==> config.mk <==
export PLATFORM = sky130hd
export DESIGN_NAME = vtrans_seq
export DESIGN_NICKNAME = d
export VERILOG_FILES = /design/src/rtl/vts_pkg.sv /design/src/rtl/vts_range_chk.sv /design/src/rtl/vts_fsm.sv /design/src/rtl/vts_regfile.sv /design/src/rtl/vtrans_seq.sv
export SDC_FILE = /design/constraint.sdc
export NUM_CORES = 1
export LEC_CHECK = 0
export BUFFER_PORTS_ARGS = -buffer_cell sky130_fd_sc_hd__buf_2
export CAP_MARGIN = 20
export CORE_MARGIN = 1
export CORE_UTILIZATION = 46
export CTS_CLUSTER_SIZE = 12
export DETAILED_ROUTE_END_ITERATION = 8
export GPL_TIMING_DRIVEN = 0
export MAX_ROUTING_LAYER = met4
export PLACE_DENSITY_LB_ADDON = 0.05
export RECOVER_POWER = 25
export SYNTH_ARGS = -nofsm -noshare
export SYNTH_HDL_FRONTEND = slang
export SYNTH_SLANG_ARGS = --single-unit
export TNS_END_PERCENT = 10
==> constraint.sdc <==
create_clock -name clk -period 1.8 [get_ports clk]
set_clock_uncertainty 0.1 [all_clocks]
set_input_delay 0.09 -clock clk [delete_from_list [all_inputs] [get_ports clk]]
set_output_delay 0.09 -clock clk [all_outputs]
set_load 0.005 [all_outputs]
==> src/rtl/vts_pkg.sv <==
package vts_pkg;

    typedef enum logic [2:0] {
        S_IDLE        = 3'd0,
        S_VOLT_CHANGE = 3'd1,
        S_WAIT_STABLE = 3'd2,
        S_CLK_UPDATE  = 3'd3,
        S_DONE        = 3'd4
    } seq_state_t;

    localparam int ADDR_W = 3;

    localparam logic [ADDR_W-1:0] A_CTRL   = 3'd0;
    localparam logic [ADDR_W-1:0] A_IEN    = 3'd1;
    localparam logic [ADDR_W-1:0] A_STAT   = 3'd2;
    localparam logic [ADDR_W-1:0] A_REQ    = 3'd3;
    localparam logic [ADDR_W-1:0] A_LIMIT  = 3'd4;
    localparam logic [ADDR_W-1:0] A_CLKDIV = 3'd5;

    localparam int B_SEQ_EN = 0;
    localparam int B_AVS_EN = 11;
    localparam int B_ERR    = 5;
    localparam int B_DONE   = 10;
    localparam int B_BOUNDS = 22;

    localparam int HI_FIELD_LSB = 16;

    localparam logic [31:0] IRQ_MASK  = (32'd1 << B_ERR) | (32'd1 << B_DONE) | (32'd1 << B_BOUNDS);
    localparam logic [31:0] CTRL_MASK = (32'd1 << B_SEQ_EN) | (32'd1 << B_AVS_EN);

endpackage

==> src/rtl/vts_range_chk.sv <==
module vts_range_chk #(
    parameter int VCODE_W = 8
) (
    input  logic [VCODE_W-1:0] code,
    input  logic [VCODE_W-1:0] vmin,
    input  logic [VCODE_W-1:0] vmax,
    output logic               in_range
);

    logic above_min;
    logic below_max;

    always_comb begin
        above_min = (code >= vmin);
        below_max = (code <= vmax);
        in_range  = above_min && below_max;
    end

endmodule

==> src/rtl/vts_fsm.sv <==
module vts_fsm
    import vts_pkg::*;
#(
    parameter int VCODE_W = 8,
    parameter int DIV_W   = 5
) (
    input  logic               clk,
    input  logic               rst_n,
    input  logic               req_wr,
    input  logic [VCODE_W-1:0] req_code,
    input  logic [DIV_W-1:0]   req_div,
    input  logic               seq_enable,
    input  logic               in_range,
    input  logic               volt_stable,
    output logic               volt_req,
    output logic [VCODE_W-1:0] tgt_q,
    output logic [DIV_W-1:0]   div_pend_q,
    output logic               div_load,
    output logic               done_set,
    output logic               bounds_set,
    output logic               err_set
);

    seq_state_t state_q;
    seq_state_t state_d;
    logic       accept;

    // state register
    always_ff @(posedge clk) begin
        if (!rst_n) begin
            state_q <= S_IDLE;
        end else begin
            state_q <= state_d;
        end
    end

    // next-state logic
    always_comb begin
        accept  = (state_q == S_IDLE) && req_wr && seq_enable && in_range;
        state_d = state_q;
        unique case (state_q)
            S_IDLE:        if (accept) state_d = S_VOLT_CHANGE;
            S_VOLT_CHANGE: state_d = S_WAIT_STABLE;
            S_WAIT_STABLE: if (volt_stable) state_d = S_CLK_UPDATE;
            S_CLK_UPDATE:  state_d = S_DONE;
            S_DONE:        state_d = S_IDLE;
            default:       state_d = S_IDLE;
        endcase
    end

    // outputs decoded from state
    always_comb begin
        volt_req   = (state_q == S_VOLT_CHANGE);
        div_load   = (state_q == S_CLK_UPDATE);
        done_set   = (state_q == S_DONE);
        bounds_set = (state_q == S_IDLE) && req_wr && seq_enable && !in_range;
        err_set    = (state_q != S_IDLE) && req_wr;
    end

    // captured request payload
    always_ff @(posedge clk) begin
        if (!rst_n) begin
            tgt_q      <= '0;
            div_pend_q <= '0;
        end else if (accept) begin
            tgt_q      <= req_code;
            div_pend_q <= req_div;
        end
    end

    p_req_pulse_r3: assert property (@(posedge clk) disable iff (!rst_n)
        volt_req |=> !volt_req);

    p_wait_hold_r4: assert property (@(posedge clk) disable iff (!rst_n)
        (state_q == S_WAIT_STABLE && !volt_stable) |=> (state_q == S_WAIT_STABLE));

    p_bounds_idle_r9: assert property (@(posedge clk) disable iff (!rst_n)
        bounds_set |=> (!volt_req && state_q == S_IDLE));

    p_busy_keep_r10: assert property (@(posedge clk) disable iff (!rst_n)
        (req_wr && state_q != S_IDLE) |=> $stable(tgt_q));

endmodule

==> src/rtl/vts_regfile.sv <==
module vts_regfile
    import vts_pkg::*;
#(
    parameter int VCODE_W = 8,
    parameter int DIV_W   = 5,
    parameter int DIV_RST = 1
) (
    input  logic               clk,
    input  logic               rst_n,
    input  logic               bus_wr,
    input  logic [ADDR_W-1:0]  bus_addr,
    input  logic [31:0]        bus_wdata,
    output logic [31:0]        bus_rdata,
    input  logic [VCODE_W-1:0] tgt_q,
    input  logic [DIV_W-1:0]   div_pend_q,
    input  logic               div_load,
    input  logic               done_set,
    input  logic               bounds_set,
    input  logic               err_set,
    output logic               req_wr,
    output logic               seq_enable,
    output logic [VCODE_W-1:0] vmin,
    output logic [VCODE_W-1:0] vmax,
    output logic [DIV_W-1:0]   clk_div,
    output logic               irq
);

    logic [31:0] ctrl_q;
    logic [31:0] en_q;
    logic [31:0] stat_q;
    logic [31:0] stat_d;
    logic [31:0] set_vec;
    logic [31:0] clr_vec;
    logic        wr_ctrl, wr_ien, wr_stat, wr_lim;

    always_comb begin
        wr_ctrl = bus_wr && (bus_addr == A_CTRL);
        wr_ien  = bus_wr && (bus_addr == A_IEN);
        wr_stat = bus_wr && (bus_addr == A_STAT);
        wr_lim  = bus_wr && (bus_addr == A_LIMIT);
        req_wr  = bus_wr && (bus_addr == A_REQ);
    end

    always_comb begin
        set_vec           = '0;
        set_vec[B_ERR]    = err_set;
        set_vec[B_DONE]   = done_set;
        set_vec[B_BOUNDS] = bounds_set;
        clr_vec           = wr_stat ? (bus_wdata & IRQ_MASK) : '0;
        // a set in the same cycle overrides the clear
        stat_d            = (stat_q & ~clr_vec) | set_vec;
    end

    always_ff @(posedge clk) begin
        if (!rst_n) begin
            ctrl_q  <= '0;
            en_q    <= '0;
            stat_q  <= '0;
            vmin    <= '0;
            vmax    <= '1;
            clk_div <= DIV_W'(DIV_RST);
        end else begin
            stat_q <= stat_d;
            if (wr_ctrl) ctrl_q <= bus_wdata & CTRL_MASK;
            if (wr_ien)  en_q   <= bus_wdata & IRQ_MASK;
            if (wr_lim) begin
                vmin <= bus_wdata[VCODE_W-1:0];
                vmax <= bus_wdata[HI_FIELD_LSB +: VCODE_W];
            end
            if (div_load) clk_div <= div_pend_q;
        end
    end

    always_comb begin
        seq_enable = ctrl_q[B_SEQ_EN] && ctrl_q[B_AVS_EN];
        irq        = |(stat_q & en_q);
    end

    always_comb begin
        bus_rdata = '0;
        unique case (bus_addr)
            A_CTRL:   bus_rdata = ctrl_q;
            A_IEN:    bus_rdata = en_q;
            A_STAT:   bus_rdata = stat_q;
            A_REQ: begin
                bus_rdata[VCODE_W-1:0]           = tgt_q;
                bus_rdata[HI_FIELD_LSB +: DIV_W] = div_pend_q;
            end
            A_LIMIT: begin
                bus_rdata[VCODE_W-1:0]             = vmin;
                bus_rdata[HI_FIELD_LSB +: VCODE_W] = vmax;
            end
            A_CLKDIV: bus_rdata[DIV_W-1:0] = clk_div;
            default:  bus_rdata = '0;
        endcase
    end

    p_set_wins_r11: assert property (@(posedge clk) disable iff (!rst_n)
        done_set |=> stat_q[B_DONE]);

    p_w1c_r7: assert property (@(posedge clk) disable iff (!rst_n)
        (wr_stat && bus_wdata[B_BOUNDS] && !bounds_set) |=> !stat_q[B_BOUNDS]);

    p_err_sticky_r10: assert property (@(posedge clk) disable iff (!rst_n)
        (stat_q[B_ERR] && !(wr_stat && bus_wdata[B_ERR])) |=> stat_q[B_ERR]);

endmodule

==> src/rtl/vtrans_seq.sv <==
module vtrans_seq
    import vts_pkg::*;
#(
    parameter int VCODE_W = 8,
    parameter int DIV_W   = 5,
    parameter int DIV_RST = 1
) (
    input  logic               clk,
    input  logic               rst_n,
    input  logic               bus_wr,
    input  logic [2:0]         bus_addr,
    input  logic [31:0]        bus_wdata,
    output logic [31:0]        bus_rdata,
    input  logic               volt_stable,
    output logic               volt_req,
    output logic [VCODE_W-1:0] volt_code,
    output logic [DIV_W-1:0]   clk_div,
    output logic               irq
);

    logic               req_wr;
    logic               seq_enable;
    logic               in_range;
    logic [VCODE_W-1:0] vmin, vmax;
    logic [VCODE_W-1:0] tgt_q;
    logic [DIV_W-1:0]   div_pend_q;
    logic               div_load, done_set, bounds_set, err_set;

    vts_range_chk #(.VCODE_W(VCODE_W)) u_range (
        .code     (bus_wdata[VCODE_W-1:0]),
        .vmin     (vmin),
        .vmax     (vmax),
        .in_range (in_range)
    );

    vts_fsm #(.VCODE_W(VCODE_W), .DIV_W(DIV_W)) u_fsm (
        .clk         (clk),
        .rst_n       (rst_n),
        .req_wr      (req_wr),
        .req_code    (bus_wdata[VCODE_W-1:0]),
        .req_div     (bus_wdata[HI_FIELD_LSB +: DIV_W]),
        .seq_enable  (seq_enable),
        .in_range    (in_range),
        .volt_stable (volt_stable),
        .volt_req    (volt_req),
        .tgt_q       (tgt_q),
        .div_pend_q  (div_pend_q),
        .div_load    (div_load),
        .done_set    (done_set),
        .bounds_set  (bounds_set),
        .err_set     (err_set)
    );

    vts_regfile #(.VCODE_W(VCODE_W), .DIV_W(DIV_W), .DIV_RST(DIV_RST)) u_regs (
        .clk        (clk),
        .rst_n      (rst_n),
        .bus_wr     (bus_wr),
        .bus_addr   (bus_addr),
        .bus_wdata  (bus_wdata),
        .bus_rdata  (bus_rdata),
        .tgt_q      (tgt_q),
        .div_pend_q (div_pend_q),
        .div_load   (div_load),
        .done_set   (done_set),
        .bounds_set (bounds_set),
        .err_set    (err_set),
        .req_wr     (req_wr),
        .seq_enable (seq_enable),
        .vmin       (vmin),
        .vmax       (vmax),
        .clk_div    (clk_div),
        .irq        (irq)
    );

    assign volt_code = tgt_q;

    // divider moves only in the cycle before DONE
    p_div_change_r5: assert property (@(posedge clk) disable iff (!rst_n)
        (clk_div != $past(clk_div)) |-> done_set);

endmodule

==> metrics.md, run 1 <==
| Metric | Value |
|---|---|
| Overall routing resource usage | 26.25% |
| Place WS | -388.7 ps |
| Initial drt markers | 156 |
| Clock buffer depth | 2 |
| Failing checks | hold timing, setup timing |
| Final hold vios | 1 |
| Overflow after GRT | 0 |
| Clock Latency Late Sink | around 300 ps |
| RR Endpoint | u_fsm.div_pend_q[2] |
| Largest stage delay, worst path | 440 ps |
| PD cells | 584.8 nW/um^2 |
| Via count | 2,583 |
| TritonCTS clock tree | done |
| # diodes | 0 |
| Yosys warning total | 0 |
| Core ar. | 5507 um^2 |
| Crit-path slowest cell | or3_4 |
| Sequential share of power | 48.1% |
| Initial antenna violation count | 0 |
| Post-route ant nets | 0 |
| Int Pwr | 1.540 mW |
| Synthesis-stage register bit count | 45 |
| Final core utilization | ~66% |
| Leakage power | 1.549 nW |
| Synth Instances | 314 |
| Initial Util | 47.56% |
| Worst hold path class | input port to flop |
| F_max | 0.4829 GHz |
| GPL Wtd Cong | 0.8619 |
| Sink Count | 45 |
| Combinational cell fraction of total power | 18.7% |
| Via-to-Cell Ratio | ~5.3 |
| # rows | 27 |
| Final slew viol count | 0 |
| Maximum vdd drop | about 0.45 mV |
| Worst setup margin | -271.0 ps |
| WL/cell | 15.69 um |
| Crit path top cell by count | o21ai_4 |
| Reg clk slew, reported paths | 90 ps |
| H-tree Lvls | 2 |
| Fin Setup TNS | -3412 ps |
| Total Power | 2.113 mW |
| Seq/Total Area, Yosys | 34.40% |
| Largest net degree at the start of global routing | 14 |
| Hold Startpoint | bus_wdata[0] |
| Design area | 3612 um^2 |
| # setup viols final | 15 |
| I/O Buffers | 54 |
| Die Width | just under 80 um |
| Most frequent cells in the layout | buf_2, nand2_1, dfxtp_1, buf_4, dlygate4sd3_1 |
| Final Cycle Share | 115.1% |
| Worst Path Required | between 1500 and 2000 ps |
| Vias in the first global route | 2,385 |
| Die area | 5999 um^2 |
| RSZ-0062 raised after global routing | yes |
| Non-Filler Instances | 490 |
| Launching point of the worst reg2reg path | u_regs.vmin[7] |
| Final wirelength | 7.686 mm |
| CP Cell Sequence | inv_1 > ha_1 > nand2_2 > o21ai_4 > a31oi_4 > or3_4 > clkbuf_16 > o21ai_4 > a21oi_2 |
| Netlist cell types | 41 |
| Register-to-register setup slack | -270 ps |
| CP max FO | 5 |
| Net count, final | ~470 |
| Clock root buffer | clkbuf_8 |
| Filler Cell Count | 506 |
| Status | finished, violations left |
| Mapped Avg Cell Area | 8.340 um^2 |
| Area post-placement | ~3000 um^2 |
| DRC errors left | 0 |
| TritonCTS buffer count | 5 |
| Most common cell after layout, fill and taps aside | buf_2 |
| Mapped Area | around 2600 um^2 |
| Relative max-transition margin | between 50% and 60% |
| Layout area overhead | 37.94% |
| Setup CP Type | flop to flop |
| First-pass GRT wire length | between 10 and 15 mm |
| Critical Path End Type | flop |
| Hold Slack | -6.335 ps |
| Number of cells on the worst reg-to-reg path | 9 |
| Crit path arrival time | 2150 ps |
| Tmin final | 2071 ps |
| Switch Pwr | roughly 0.57 mW |
| Worst Tran Pin Value | 605.7 ps |
| Pre-antenna DRT Iters | 4 |
| DP Wirelength | approximately 5.4 mm |
| Maxcap violations | 0 |
| CP Launch Type | flop |
| Placed Cells | ~450 |
| Clock Power Share | 33.2% |
| WHS Path Cells | 3 |
| I/O pin count | 86 |
| Die H | approximately 77 um |
| Share of cells above drive strength 1 | roughly 38% |
| Switching share of power | 27.09% |
| Hold Path End | u_regs.ctrl_q[0] |
[flip-flops by register name, summed over array words and instances (netlist names)]
| register | count |
|---|---|
| u_fsm.div_pend_q | 5 |
| u_fsm.state_q | 3 |
| u_fsm.tgt_q | 8 |
| u_regs.clk_div | 5 |
| u_regs.ctrl_q | 2 |
| u_regs.en_q | 3 |
| u_regs.stat_q | 3 |
| u_regs.vmax | 8 |
| u_regs.vmin | 8 |
[cells by family after synthesis]
kind of cell | count (synthesis) | share of synthesized area, %
adders and majority gates | 16 | 7.644
other | 1 | 0.1432
xor gates and xnor gates | 1 | 0.3345
buffers and inverters | 52 | 10.94
muxes | 11 | 4.205
DFF | 45 | 34.40
and+or+nand+nor | 105 | 19.97
AOI/OAI and AO/OA | 83 | 22.36
[per-layer routing]
metal | global-route usage, % | share of wire [%]
met5 | - | 0
met4 | 6.415 | 2.0
met3 | 2.706 | 6.7
met2 | 44.69 | 49
met1 | 33.28 | 43
[power by group through the flow]
stage | logic (mW) | registers, mW | clock network [mW]
CTS | 0.336 | 1.02 | 0.701
detailed placement | 0.288 | 1.04 | 0
floorplan | 0.191 | 1.04 | 0
finish | 0.396 | 1.02 | 0.700
global route | 0.432 | 1.02 | 0.745
global placement | 0.285 | 1.04 | 0
[how the worst max path moves through the flow]
| stage | from | to | cells past startpoint |
|---|---|---|---|
| after floorplan | u_regs.vmax[1] | u_fsm.tgt_q[3] | 9 |
| after global placement | u_regs.vmax[6] | u_fsm.tgt_q[1] | 9 |
| after detailed placement | u_regs.vmax[6] | u_fsm.tgt_q[1] | 9 |
| after CTS | u_regs.vmin[6] | u_fsm.tgt_q[4] | 9 |
| after global routing | u_regs.vmax[6] | u_fsm.div_pend_q[2] | 9 |
| final | u_regs.vmin[7] | u_fsm.div_pend_q[2] | 9 |
[synthesized netlist by cell type]
master | n | area share [%]
buf_2 | 9 | 1.7
nand2b_1 | 3 | 0.72
ha_1 | 16 | 7.6
a21oi_1 | 18 | 3.4
nor4b_1 | 1 | 0.33
a21o_1 | 1 | 0.29
a211oi_1 | 2 | 0.57
a31oi_1 | 2 | 0.48
nor3b_1 | 1 | 0.29
nand3b_1 | 2 | 0.57
nand3_1 | 16 | 3.1
xnor2_1 | 1 | 0.33
a22o_1 | 7 | 2.3
a2111o_1 | 1 | 0.43
or3_4 | 3 | 1.3
nor3_2 | 2 | 0.76
a22oi_1 | 7 | 2.0
a222oi_1 | 1 | 0.38
buf_12 | 1 | 0.76
nor2b_1 | 3 | 0.72
a31oi_2 | 1 | 0.48
nand2_1 | 41 | 5.9
nand4_1 | 3 | 0.72
buf_6 | 1 | 0.43
buf_4 | 15 | 4.3
clkbuf_1 | 7 | 1.0
dfxtp_1 | 45 | 34
o21a_1 | 1 | 0.29
o21ai_2 | 10 | 3.3
or3_1 | 1 | 0.24
o211ai_1 | 8 | 2.3
conb_1 | 1 | 0.14
nor3_1 | 2 | 0.38
mux2i_1 | 11 | 4.2
and3_1 | 5 | 1.2
a21oi_2 | 10 | 3.3
and2_1 | 3 | 0.72
o21ai_0 | 14 | 2.7
nand2b_4 | 1 | 0.53
inv_1 | 19 | 2.7
nor2_1 | 18 | 2.6
[layout make-up]
type                            count  area (um^2)  area share, %
Buffer                             33        222.7          6.166
Clock buffer                        7        96.34          2.667
Clock inverter                      1        5.005         0.1386
Inverter                           19        71.32          1.974
Multi-Input combinational cell    230         1655          45.83
Sequential cell                    45        922.1          25.53
Tap cell                           72        90.09          2.494
Timing Repair Buffer               83        549.3          15.21
[critical path, delay by kind of cell, from the launching register on]
family	cells	cell delay (ps)
AO/OA/AOI/OAI	4	430
flip-flops	1	350
buffers and inverters	2	230
AND/OR/NAND/NOR	2	540
adder cells (fa/ha/maj)	1	300
[repair_timing]
item	CTS	global route
gates cloned	0	1
hold endpoints to repair	25	0
hold buffers	18	0
buffers inserted	1	9
pin swaps	7	13
endpoints found under the setup margin	17	21
resized for setup	19	27
Note: power is estimated with default switching activity, not from simulation.
==> run 2, diff against run 1 <==
--- a/config.mk
+++ b/config.mk
@@ -18,4 +18,3 @@
 export SYNTH_ARGS = -nofsm -noshare
 export SYNTH_HDL_FRONTEND = slang
 export SYNTH_SLANG_ARGS = --single-unit
-export TNS_END_PERCENT = 10
==> run 2 against run 1 <==
Against the previous run: the flow still finishes with violations (hold timing, setup timing); setup slack better by 19 ps; clock-buffer cell count did not move; combinational power up 6.1%; sequential power barely moved; core utilization rose by 0.66 points; critical path depth stayed put; first-iteration DRC count increased by 2.6%; global-route usage rose by 2.8 points; largest cell class unchanged.
==> metrics.md, run 2 (same netlist as run 1, synthesis figures left out) <==
| Metric | Value |
|---|---|
| Status | finished, violations left |
| Failing checks | hold timing, setup timing |
| Via-to-Cell Ratio | 5.327 |
| Non-Filler Instances | 492 |
| Number of cells on the worst reg-to-reg path | 9 |
| Critical path origin | u_regs.vmax[7] |
| Crit-path slowest cell | or3_4 |
| Met3 wire len | around 600 um |
| DR WL met2 | 3.894 mm |
| CP max FO | 5 |
| H-tree Lvls | 2 |
| Hold Startpoint | bus_wdata[0] |
| # rows | 27 |
| F_max | 0.4874 GHz |
| Sink Count | 45 |
| First-pass GRT wire length | 12.88 mm |
| Worst setup margin | -251.7 ps |
| Uppermost layer routed | met4 |
| Most frequent cells in the layout | buf_2, nand2_1, dfxtp_1, buf_4, dlygate4sd3_1 |
| M1 wire length | 3.451 mm |
| Layout area overhead | 39.32% |
| Maxcap violations | 0 |
| Initial Util | between 40% and 50% |
| DP Wirelength | 5.418 mm |
| Net count, final | between 400 and 500 |
| Worst Path Required | around 1900 ps |
| Maximum vdd drop | 0.4806 mV |
| Placed Cells | 453 |
| Core ar. | 5507 um^2 |
| Hold Slack | -1.768 ps |
| Worst hold path class | input port to flop |
| Final Cycle Share | 114.0% |
| Leakage power | 1.546 nW |
| Final slew viol count | 0 |
| Share of cells above drive strength 1 | 39.52% |
| Overall routing resource usage | 29.06% |
| Crit path top cell by count | a21oi_2 |
| Worst Tran Pin Value | 677.9 ps |
| Post-route ant nets | 0 |
| CP Launch Type | flop |
| Reg clk slew, reported paths | roughly 80 ps |
| Vias in the first global route | 2,538 |
| Largest stage delay, worst path | 440 ps |
| Pre-antenna DRT Iters | 4 |
| RSZ-0062 raised after global routing | yes |
| Largest regs | u_fsm.tgt_q x8, u_regs.vmax x8, u_regs.vmin x8 |
| # diodes | 0 |
| TritonCTS clock tree | done |
| Largest net degree at the start of global routing | 14 |
| Hold Path End | u_regs.ctrl_q[0] |
| Fin Setup TNS | -3373 ps |
| Relative max-transition margin | between 50% and 60% |
| Die area | 5999 um^2 |
| RR Endpoint | u_fsm.div_pend_q[2] |
| Initial antenna violation count | 0 |
| Final hold vios | 1 |
| DRC errors left | 0 |
| Via count | 2,621 |
| TritonCTS buffer count | 5 |
| Overflow after GRT | 0 |
| Crit path arrival time | 2130 ps |
| Register-to-register setup slack | -250 ps |
| Final wirelength | 8.089 mm |
| Initial drt markers | 160 |
| I/O pin count | 86 |
| Most common cell after layout, fill and taps aside | buf_2 |
| Critical Path End Type | flop |
| Clock buffer depth | 2 |
| Die H | 77.45 um |
| Tmin final | just over 2000 ps |
| I/O Buffers | 54 |
| Setup CP Type | flop to flop |
| Launching point of the worst reg2reg path | u_regs.vmax[7] |
| Clock root buffer | clkbuf_8 |
| Total Power | approximately 2.1 mW |
| WL/cell | 16.44 um |
| WHS Path Cells | 3 |
| Final core utilization | 66.26% |
| # setup viols final | 15 |
| PD cells | about 580 nW/um^2 |
| Die Width | 77.45 um |
| Clock Latency Late Sink | 290 ps |
| GPL Wtd Cong | between 0.8 and 0.9 |
| CP Cell Sequence | inv_2 > ha_4 > nand4_1 > nor2_2 > a21oi_2 > or3_4 > buf_16 > o21ai_2 > a21oi_2 |
run 2: worst max path at each step:
stage	cells past startpoint	endpoint
4_1_cts	9	u_fsm.tgt_q[3]
2_1_floorplan	9	u_fsm.div_pend_q[0]
3_5_place_dp	9	u_fsm.div_pend_q[1]
3_3_place_gp	9	u_fsm.tgt_q[3]
5_1_grt	10	u_fsm.tgt_q[1]
6_report	9	u_fsm.div_pend_q[2]
run 2: area by class of cell:
class	instances	area, um^2
Fill cell	464	1858
Multi-Input combinational cell	230	1669
Sequential cell	45	918.4
Timing Repair Buffer	86	579.3
Buffer	32	219.0
Clock buffer	7	96.34
Tap cell	72	90.09
Inverter	19	71.32
Clock inverter	1	5.005
run 2: metrics by stage:
stage	hold WS (ps)	setup slack [ps]	area [um^2]
after floorplan	111.7	-130.6	2735
after global placement	219.8	-370.3	3095
after detailed placement	226.7	-398.3	3095
after CTS	0.9598	-224.9	3595
after global routing	11.99	-375.6	3649
final	-1.768	-251.7	3649
run 2: power by group:
part           internal [mW]  leakage, nW  switching, mW
Clock                  0.348       0.0542          0.345
Combinational          0.197         1.13          0.223
Sequential              1.01        0.364        0.00944
run 2: critical path, delay by kind of cell (launching register included):
family / cells / cell delay (ps)
simple gates: 3 / 760
flops: 1 / 340
fa+ha+maj: 1 / 260
compound gates: 3 / 260
buf+inv: 2 / 220
run 2: routing by layer:
layer	GRT usage (%)	vias up
met2	47.88	104
li1	-	1282
met3	4.706	14
met5	-	-
met1	36.11	1221
met4	9.623	0
run 2: timing repair:
item | CTS | global route
hold buffers | 19 | 0
endpoints found under the hold margin | 28 | 0
resized for setup | 34 | 11
gates cloned | 1 | 0
pin swaps | 13 | 1
setup buffers | 10 | 2
setup endpoints to repair | 25 | 22
==> run 3, diff against run 2 <==
--- a/config.mk
+++ b/config.mk
@@ -12,7 +12,6 @@
 export CTS_CLUSTER_SIZE = 12
 export DETAILED_ROUTE_END_ITERATION = 8
 export GPL_TIMING_DRIVEN = 0
-export MAX_ROUTING_LAYER = met4
 export PLACE_DENSITY_LB_ADDON = 0.05
 export RECOVER_POWER = 25
 export SYNTH_ARGS = -nofsm -noshare
==> run 3 against run 2 <==
Against the previous run: the run still ends with hold timing, setup timing left; non-clock buffer count is the same; sequential power is essentially flat; power grew 0.32%; global-route usage shrank 0.80 points; critical path type unchanged; clock-buffer cell count is the same; cell count is the same.
==> metrics.md, run 3 (same netlist as run 1, synthesis figures left out) <==
| Metric | Value |
|---|---|
| Status | finished, violations left |
| Failing checks | hold timing, setup timing |
| Most common cell after layout, fill and taps aside | buf_2 |
| Reg clk slew, reported paths | 80 ps |
| WL/cell | 16.54 um |
| Final hold vios | 2 |
| Largest net degree at the start of global routing | 14 |
| Tmin final | 2056 ps |
| Via-to-Cell Ratio | 5.250 |
| Crit path arrival time | between 2000 and 2500 ps |
| Critical Path End Type | flop |
| Final slew viol count | 0 |
| Total Power | roughly 2.1 mW |
| M1 wire length | approximately 3.5 mm |
| Relative max-transition margin | between 50% and 60% |
| Final wirelength | 8.136 mm |
| Largest regs | u_fsm.tgt_q x8, u_regs.vmax x8, u_regs.vmin x8 |
| Initial drt markers | 155 |
| CP Launch Type | flop |
| Final Cycle Share | 114.2% |
| Share of cells above drive strength 1 | 39.52% |
| TritonCTS clock tree | done |
| H-tree Lvls | 2 |
| Layout area overhead | 39.32% |
| Setup CP Type | flop to flop |
| Maximum vdd drop | 0.4831 mV |
| Worst hold path class | input port to flop |
| Worst setup margin | -255.8 ps |
| Die Width | 77.45 um |
| Die area | 5999 um^2 |
| # rows | 27 |
| Maxcap violations | 0 |
| Leakage power | 1.546 nW |
| Uppermost layer routed | met4 |
| Overflow after GRT | 0 |
| Hold Slack | -5.098 ps |
| I/O Buffers | 54 |
| Pre-antenna DRT Iters | 4 |
| Worst Tran Pin Value | 693.6 ps |
| Overall routing resource usage | 28.26% |
| I/O pin count | 86 |
| Place WS | -398.3 ps |
| DRC errors left | 0 |
| Via count | around 2,600 |
| PD cells | 585.8 nW/um^2 |
| # diodes | 0 |
| Clock Latency Late Sink | 300 ps |
| F_max | 0.4864 GHz |
| Vias in the first global route | 2,537 |
| # setup viols final | 15 |
| DR WL met2 | 3.896 mm |
| CP max FO | 10 |
| First-pass GRT wire length | about 13 mm |
| Initial Util | 47.56% |
| Met3 wire len | approximately 590 um |
| Post-route ant nets | 0 |
| Die H | 77.45 um |
| Clock root buffer | clkbuf_8 |
| Worst Path Required | 1860 ps |
| Core ar. | 5507 um^2 |
| GPL Wtd Cong | approximately 0.84 |
| DP Wirelength | 5.418 mm |
| Most frequent cells in the layout | buf_2, nand2_1, dfxtp_1, buf_4, dlygate4sd3_1 |
| Net count, final | roughly 470 |
| TritonCTS buffer count | 5 |
| Clock buffer depth | 2 |
| RSZ-0062 raised after global routing | yes |
| Sink Count | 45 |
| Initial antenna violation count | 0 |
run 3: cell counts in the layout (fill, tap and decap cells not counted):
Identical to the previous run, type by type.
run 3: final timing paths:
kind,depth (start not counted),endpoint,from,slack (ps)
max,11,u_fsm.tgt_q[3],u_regs.vmax[7],-260
min reg2reg,2,u_regs.vmin[4],u_regs.vmin[4],380
min,3,u_regs.ctrl_q[0],bus_wdata[0],-5
max reg2reg,11,u_fsm.tgt_q[3],u_regs.vmax[7],-260
run 3: worst max-delay path, stage by stage, from the launching register on:
cell	delay (ps)
dfxtp_2	340
inv_2	50
ha_4	260
nand4_1	130
buf_4	160
buf_4	120
a211oi_2	230
buf_4	180
nor3_4	50
buf_6	150
nand3_1	100
a21oi_2	60
run 3: where the power goes:
part	switching (mW)	internal, mW	leakage [nW]	total, mW
clock	0.351	0.348	0.0542	0.698
combinational	0.224	0.197	1.13	0.421
sequential	0.00948	1.01	0.364	1.02
run 3: layout make-up:
class,instances,area (um^2)
clock buffer,7,96.34
multi-input combinational,230,1669
tap,72,90.09
timing repair buffer,86,579.3
clock inverter,1,5.005
inverter,19,71.32
sequential,45,918.4
buffer,32,219.0
fill,464,1858
run 3: layer usage:
metal | vias up | global-route usage (%)
li1 | 1282 | -
met1 | 1178 | 35.82
met2 | 108 | 47.88
met3 | 15 | 5.176
met4 | 0 | 9.623
met5 | - | 0
run 3: repair_timing:
item | 4_1_cts | 5_1_grt
endpoints found under the hold margin | 28 | 0
pin swaps | 13 | 1
resized for setup | 34 | 11
hold buffers | 19 | 0
cloned | 1 | 0
setup buffers | 10 | 2
endpoints found under the setup margin | 25 | 22
run 3: stage by stage:
step	utilization (%)	TNS (ps)	std cells	cell area, um^2
global route	66.26	-5074	492	3649
floorplan	-	-1134	327	2735
finish	66.26	-3487	492	3649
detailed placement	56.21	-4902	453	3095
global placement	56.21	-4531	453	3095
CTS	65.28	-2895	491	3595
